<file path="config.mk">
export PLATFORM = sky130hd
export DESIGN_NAME = gxp_predictor
export DESIGN_NICKNAME = d
export VERILOG_FILES = /design/src/rtl/gxp_pkg.sv /design/src/rtl/gxp_hist.sv /design/src/rtl/gxp_hash.sv /design/src/rtl/gxp_pht.sv /design/src/rtl/gxp_predictor.sv
export SDC_FILE = /design/constraint.sdc
export NUM_CORES = 2
export LEC_CHECK = 0
export ABC_AREA = 0
export CORE_ASPECT_RATIO = 2
export CORE_MARGIN = 1
export CORE_UTILIZATION = 30
export DETAILED_ROUTE_END_ITERATION = 10
export DONT_BUFFER_PORTS = 1
export SLEW_MARGIN = 25
export SYNTH_ARGS = -nofsm -noshare
export SYNTH_HDL_FRONTEND = slang
export SYNTH_HIERARCHICAL = 1
export SYNTH_SLANG_ARGS = --single-unit
</file>
<file path="constraint.sdc">
create_clock -name clk -period 4.4 [get_ports clk]
set_clock_uncertainty 0.1 [all_clocks]
set_input_delay 0.44 -clock clk [delete_from_list [all_inputs] [get_ports clk]]
set_output_delay 0.44 -clock clk [all_outputs]
set_load 0.01 [all_outputs]
</file>
<file path="src/rtl/gxp_pkg.sv">
package gxp_pkg;

    typedef enum logic [1:0] {
        CTR_SNT = 2'b00,
        CTR_WNT = 2'b01,
        CTR_WT  = 2'b10,
        CTR_ST  = 2'b11
    } ctr_t;

    localparam ctr_t CTR_INIT = CTR_WNT;

    function automatic ctr_t ctr_step(input ctr_t c, input logic taken);
        ctr_t n;
        n = c;
        if (taken) begin
            if (c != CTR_ST) n = ctr_t'(c + 2'd1);
        end else begin
            if (c != CTR_SNT) n = ctr_t'(c - 2'd1);
        end
        return n;
    endfunction

    function automatic logic ctr_dir(input ctr_t c);
        return c[1];
    endfunction

endpackage

</file>
<file path="src/rtl/gxp_hist.sv">
module gxp_hist #(
    parameter int HIST_W = 8
) (
    input  logic              clk,
    input  logic              rst,
    input  logic              shift_en,
    input  logic              din,
    output logic [HIST_W-1:0] hist
);
    always_ff @(posedge clk) begin
        if (rst)           hist <= '0;
        else if (shift_en) hist <= {hist[HIST_W-2:0], din};
    end

    // the newest outcome lands in bit 0
    p_newest_lsb_r6: assert property (@(posedge clk) disable iff (rst)
        shift_en |=> hist[0] == $past(din));

    // older bits move up by one position
    p_age_shift_r6: assert property (@(posedge clk) disable iff (rst)
        shift_en |=> hist[HIST_W-1:1] == $past(hist[HIST_W-2:0]));

    // without an update the history is frozen
    p_hold_r8: assert property (@(posedge clk) disable iff (rst)
        !shift_en |=> $stable(hist));
endmodule

</file>
<file path="src/rtl/gxp_hash.sv">
module gxp_hash #(
    parameter int PC_W   = 32,
    parameter int IDX_W  = 10,
    parameter int HIST_W = 8
) (
    input  logic [PC_W-1:0]   pc,
    input  logic [HIST_W-1:0] hist,
    output logic [IDX_W-1:0]  idx
);
    logic [IDX_W-1:0] hist_ext;
    logic             unused_pc_bits;

    always_comb begin
        hist_ext               = '0;
        hist_ext[HIST_W-1:0]   = hist;
        idx                    = pc[IDX_W+1:2] ^ hist_ext;
    end

    assign unused_pc_bits = ^{pc[PC_W-1:IDX_W+2], pc[1:0]};
endmodule

</file>
<file path="src/rtl/gxp_pht.sv">
module gxp_pht
    import gxp_pkg::*;
#(
    parameter int IDX_W = 10
) (
    input  logic             clk,
    input  logic             rst,
    input  logic [IDX_W-1:0] rd_idx,
    output logic             rd_taken,
    input  logic             wr_en,
    input  logic [IDX_W-1:0] wr_idx,
    input  logic             wr_taken
);
    localparam int ENTRIES = 1 << IDX_W;

    ctr_t ctr [ENTRIES];

    always_ff @(posedge clk) begin
        if (rst) begin
            for (int i = 0; i < ENTRIES; i++) ctr[i] <= CTR_INIT;
        end else if (wr_en) begin
            ctr[wr_idx] <= ctr_step(ctr[wr_idx], wr_taken);
        end
    end

    assign rd_taken = ctr_dir(ctr[rd_idx]);

    // a taken update never lowers the counter, and a saturated one stays saturated
    p_taken_mono_r3: assert property (@(posedge clk) disable iff (rst)
        wr_en && wr_taken |=> ctr[$past(wr_idx)] >= $past(ctr[wr_idx]));
    p_no_wrap_hi_r3: assert property (@(posedge clk) disable iff (rst)
        wr_en && wr_taken && ctr[wr_idx] == CTR_ST |=> ctr[$past(wr_idx)] == CTR_ST);

    // a not-taken update never raises the counter, and a counter at zero stays there
    p_nt_mono_r4: assert property (@(posedge clk) disable iff (rst)
        wr_en && !wr_taken |=> ctr[$past(wr_idx)] <= $past(ctr[wr_idx]));
    p_no_wrap_lo_r4: assert property (@(posedge clk) disable iff (rst)
        wr_en && !wr_taken && ctr[wr_idx] == CTR_SNT |=> ctr[$past(wr_idx)] == CTR_SNT);
endmodule

</file>
<file path="src/rtl/gxp_predictor.sv">
module gxp_predictor #(
    parameter int PC_W   = 32,
    parameter int IDX_W  = 10,
    parameter int HIST_W = 8
) (
    input  logic            clk,
    input  logic            rst,
    input  logic [PC_W-1:0] lkp_pc,
    output logic            lkp_taken,
    input  logic            upd_valid,
    input  logic [PC_W-1:0] upd_pc,
    input  logic            upd_taken
);
    logic [HIST_W-1:0] ghist;
    logic [IDX_W-1:0]  lkp_idx;
    logic [IDX_W-1:0]  upd_idx;

    gxp_hist #(.HIST_W(HIST_W)) u_hist (
        .clk      (clk),
        .rst      (rst),
        .shift_en (upd_valid),
        .din      (upd_taken),
        .hist     (ghist)
    );

    gxp_hash #(.PC_W(PC_W), .IDX_W(IDX_W), .HIST_W(HIST_W)) u_hash_lkp (
        .pc   (lkp_pc),
        .hist (ghist),
        .idx  (lkp_idx)
    );

    gxp_hash #(.PC_W(PC_W), .IDX_W(IDX_W), .HIST_W(HIST_W)) u_hash_upd (
        .pc   (upd_pc),
        .hist (ghist),
        .idx  (upd_idx)
    );

    gxp_pht #(.IDX_W(IDX_W)) u_pht (
        .clk      (clk),
        .rst      (rst),
        .rd_idx   (lkp_idx),
        .rd_taken (lkp_taken),
        .wr_en    (upd_valid),
        .wr_idx   (upd_idx),
        .wr_taken (upd_taken)
    );

    // a lookup aimed at the entry being updated sees the old value; the
    // prediction for that PC cannot move until the next edge
    p_old_view_r7: assert property (@(posedge clk) disable iff (rst)
        upd_valid && lkp_idx == upd_idx |-> lkp_taken == u_pht.ctr[upd_idx][1]);
endmodule

</file>
==> out/qor.csv <==
stage,metric,value,unit
clock_network,cts_made_buffers,181,
setup_path,crit_buf_inv,7,
synthesis,ys.warnings.count,6,
power,power_density,367.7,nW/um^2
min_path,hold_class,in2reg,
synthesis,synth_flop_cell,edfxtp_1,
synthesis,synth_edf_count,2048,
drt,ant_nets,0,
power,ir_worst_vdd,0.3271,mV
job,cap_violations,0,
synthesis,synth_compound_area_frac,0.1014,
floorplanning,die-area,368200,um^2
final_layout,drive_gt1_frac,0.2999,
clock_network,cts.path.max_buffers,4,
drt,num_vias,93250,
setup_path,crit_fanout,19,
timing,holdWs,0.03380,ns
placed_design,gp_congestion,1.027,
synthesis,ys_seq_elements,2056,
placed_design,dpl.hpwl,361500,um
setup_path,path_cells,buf_6 > xor2_4 > buf_12 > buf_4 > buf_12 > buf_12 > mux4_2 > mux4_2 > a22oi_1 > nand2_1 > a22oi_1 > o221ai_1 > a211oi_2 > a21oi_2 > clkbuf_16 > buf_12,
setup_path,r2r-end,u_pht/ctr[178][0]$_SDFFCE_PN1P_,
clock_network,clock-sinks,2056,
power,p_leak,48.51,nW
drt,first_pass_iters,7,
setup_path,slowest_delay,0.58,ns
timing,tightest_slew,1.221,ns
timing,setup_viol,2049,
timing,maxSlewViolCount,0,
grt,antenna_found_initial,30,
timing,setup_ws,-1.319,ns
setup_path,crit_type,reg2out,
setup_path,path_common_cell,buf_12,
setup_path,cp_slowest_cell,mux4_2,
power,total_power,0.05083,W
floorplanning,fp.dieW,429.6,um
floorplanning,core_area,363400,um^2
status,violations,negative setup slack,
floorplanning,die_y,857.2,um
drt,drc,0,
synthesis,synth-adder-area-share,0.0002053,
floorplanning,rows,313,
grt,grt_max_degree,232,
min_path,min_delay_worst_endpoint,u_pht/ctr[383][1]$_SDFFCE_PN0P_,
grt,grt_pass1_vias,91170,
drt,routedWlPerCell,40.89,um
synthesis,synth_top_area_frac,0.5606,
timing,fin_crit_sh,1.300,
synthesis,synthXorXnorAreaFrac,0.001277,
timing,fmax,174.8,MHz
setup_path,path_delay_family,buffers and inverters,
clock_network,path_clk_slew,0.07,ns
synthesis,synthMuxAreaShare,0.1619,
timing,fin_crit,5.719,ns
setup_path,rrSetupSlack,-1.00,ns
drt,totalWireLength,573200,um
clock_network,cts_tree,built,
clock_network,clkLatencyLatePin,0.95,ns
grt,grt_remaining_overflow,0,
final_layout,area.growth.synth_to_final,26.02,%
placed_design,portBuffers,0,
min_path,min-delay-start,rst,
grt,grtUsageTotal,0.3004,
grt,grt_pass1_wl,764600,um
drt,drt_first_iter_violations,15180,
synthesis,syn_avg_cell_area,12.49,um^2
setup_path,required,3.86,ns
min_path,min_path_cells,2,
final_layout,fin_nets,9196,
synthesis,synth_top_family_by_area,multiplexers,
timing,slew_headroom,0.1850,
timing,rsz0062_at_grt,yes,
synthesis,ys_types,64,
floorplanning,io_pins,69,
synthesis,synth_fp_nets,8848,
synthesis,postSynthCellCount,8780,
synthesis,yosys.area_share.simple,0.1205,
synthesis,synth_area_leader_cell,edfxtp_1,
setup_path,worstSetupEndpointType,output port,
setup_path,worst_setup_path_start_kind,register,
synthesis,syn-cell-area,109700,um^2
synthesis,synth-seq-area-share,0.5621,
status,status,"finished, violations left",
clock_network,htreeDepth,4,
setup_path,r2r-start,u_hist/hist[0]$_SDFFE_PP0P_,
timing,finalHoldViolCount,0,
setup_path,cp.arrival,5.18,ns
drt,via_per_inst,6.652,
synthesis,netlist_top_cells_area,"edfxtp_1 (56%), mux4_2 (8.1%), mux2i_1 (8.0%)",
synthesis,async_flop_share,0,
setup_path,r2r_cells,22,
clock_network,root_buffer,clkbuf_16,
floorplanning,start_util,0.3018,
==> report_power, final <==
part | switching [W] | leakage [nW] | internal (W)
Sequential | 0.000223 | 17.8 | 0.0218
Clock | 0.00796 | 2.78 | 0.00863
Combinational | 0.00708 | 27.9 | 0.00513
==> logic make-up (layout without fill, tap and decap cells) <==
family	Yosys count	after routing
other	0	27
xor gates and xnor gates	16	16
and+or+nand+nor	2620	2620
adders and majority gates	2	2
buffers and inverters	1253	1739
DFF	2056	2056
AOI/OAI and AO/OA	1552	1552
muxes	1281	1281
==> state kept, by name (all words and copies together), names as in the netlist <==
| register | cells |
|---|---|
| u_pht/ctr | 2048 |
| u_hist/hist | 8 |
==> layer usage <==
| metal | track usage | wire [um] |
|---|---|---|
| met1 | 0.2978 | 160800 |
| met2 | 0.4745 | 260300 |
| met3 | 0.08579 | 70690 |
| met4 | 0.3464 | 81390 |
| met5 | 0.0001301 | 64 |
==> per-stage QoR <==
step	area, um^2	TNS [ns]	util	setup slack, ns	cells
6_report	138200	-1639.63	0.3804	-1.319	14020
2_1_floorplan	109700	0	-	0.08229	8780
5_1_grt	138200	-1589.07	0.3802	-1.248	14000
4_1_cts	136400	-1628.91	0.3754	-1.166	13910
3_3_place_gp	123100	-2578.68	0.3387	-1.758	13380
3_5_place_dp	123300	-2507.85	0.3392	-1.761	13390
==> worst register-to-register path, cell delays in order, from the launching register on <==
cell       delay [ns]
dfxtp_4          0.35
buf_4            0.13
buf_6            0.11
buf_6            0.11
xor2_4           0.16
buf_12           0.15
buf_12           0.16
buf_6            0.12
nand4bb_4        0.17
buf_8            0.17
buf_12           0.21
buf_6            0.23
o22ai_1          0.18
nor4_4           0.71
nand3_1          0.17
o2111ai_1        0.15
nand4_1          0.18
nor4b_4          0.32
maj3_4           0.35
buf_16           0.24
buf_16           0.23
buf_12           0.24
nand3_1          0.15
==> worst max-delay path by stage <==
stage,start,endpoint,slack (ns),cells after the start
after floorplan,lkp_pc[2],lkp_taken,0.08,11
after global placement,upd_pc[6],u_pht/ctr[251][1]$_SDFFCE_PN0P_,-1.76,18
after detailed placement,u_hist/hist[3]$_SDFFE_PP0P_,u_pht/ctr[238][1]$_SDFFCE_PN0P_,-1.76,19
after CTS,u_hist/hist[0]$_SDFFE_PP0P_,lkp_taken,-1.17,16
after global routing,u_hist/hist[0]$_SDFFE_PP0P_,lkp_taken,-1.25,16
final,u_hist/hist[0]$_SDFFE_PP0P_,lkp_taken,-1.32,16
==> final cells by class <==
cell class	instances	area [um^2]
multi-input cells	5471	47070
well taps	4725	5912
clock inverters	106	1020
repair buffers	1414	17790
clock buffers	215	4710
inverters	4	15.01
flip-flops and latches	2056	61660
diodes	27	67.56
fillers	34060	225200
==> synthesized netlist by cell type (all sizes together), types with 49 or more instances <==
cell type / n
nand3: 1053
nand2: 155
o21bai: 49
o22ai: 391
nor3: 1029
buf: 459
mux2i: 882
a21o: 943
mux4: 394
nor4: 106
edfxtp: 2048
nor2: 154
clkbuf: 790
==> what timing repair did <==
item	4_1_cts	5_1_grt
cloned	82	5
hold buffers	5	0
endpoints found under the setup margin	2049	2049
setup buffers	114	89
endpoints found under the hold margin	78	0
pin swaps	27	57
resized for setup	769	188
==> cell usage in the layout, fill, tap and decap left out, types with 21 or more instances in the layout <==
master,netlist,final
a22oi_1,45,42
clkinv_1,2,24
buf_12,0,329
nand3_1,1053,1040
nor4_4,0,21
o22ai_1,391,359
mux2i_1,882,876
nor2_1,154,87
buf_8,0,30
nor3_2,22,320
nand4_1,24,24
clkbuf_1,790,31
nor2_4,0,54
nand2_1,155,123
buf_16,0,112
mux4_2,394,394
clkbuf_16,0,190
diode_2,0,27
nor3_4,0,97
clkinv_2,0,38
edfxtp_1,2048,2048
nor4_1,106,68
o21bai_1,49,49
a21o_1,943,943
nand2_2,0,22
o22ai_2,0,24
buf_6,67,53
nand2b_1,29,28
nor3_1,1007,612
buf_4,58,868
(Power assumes the default switching activity.)
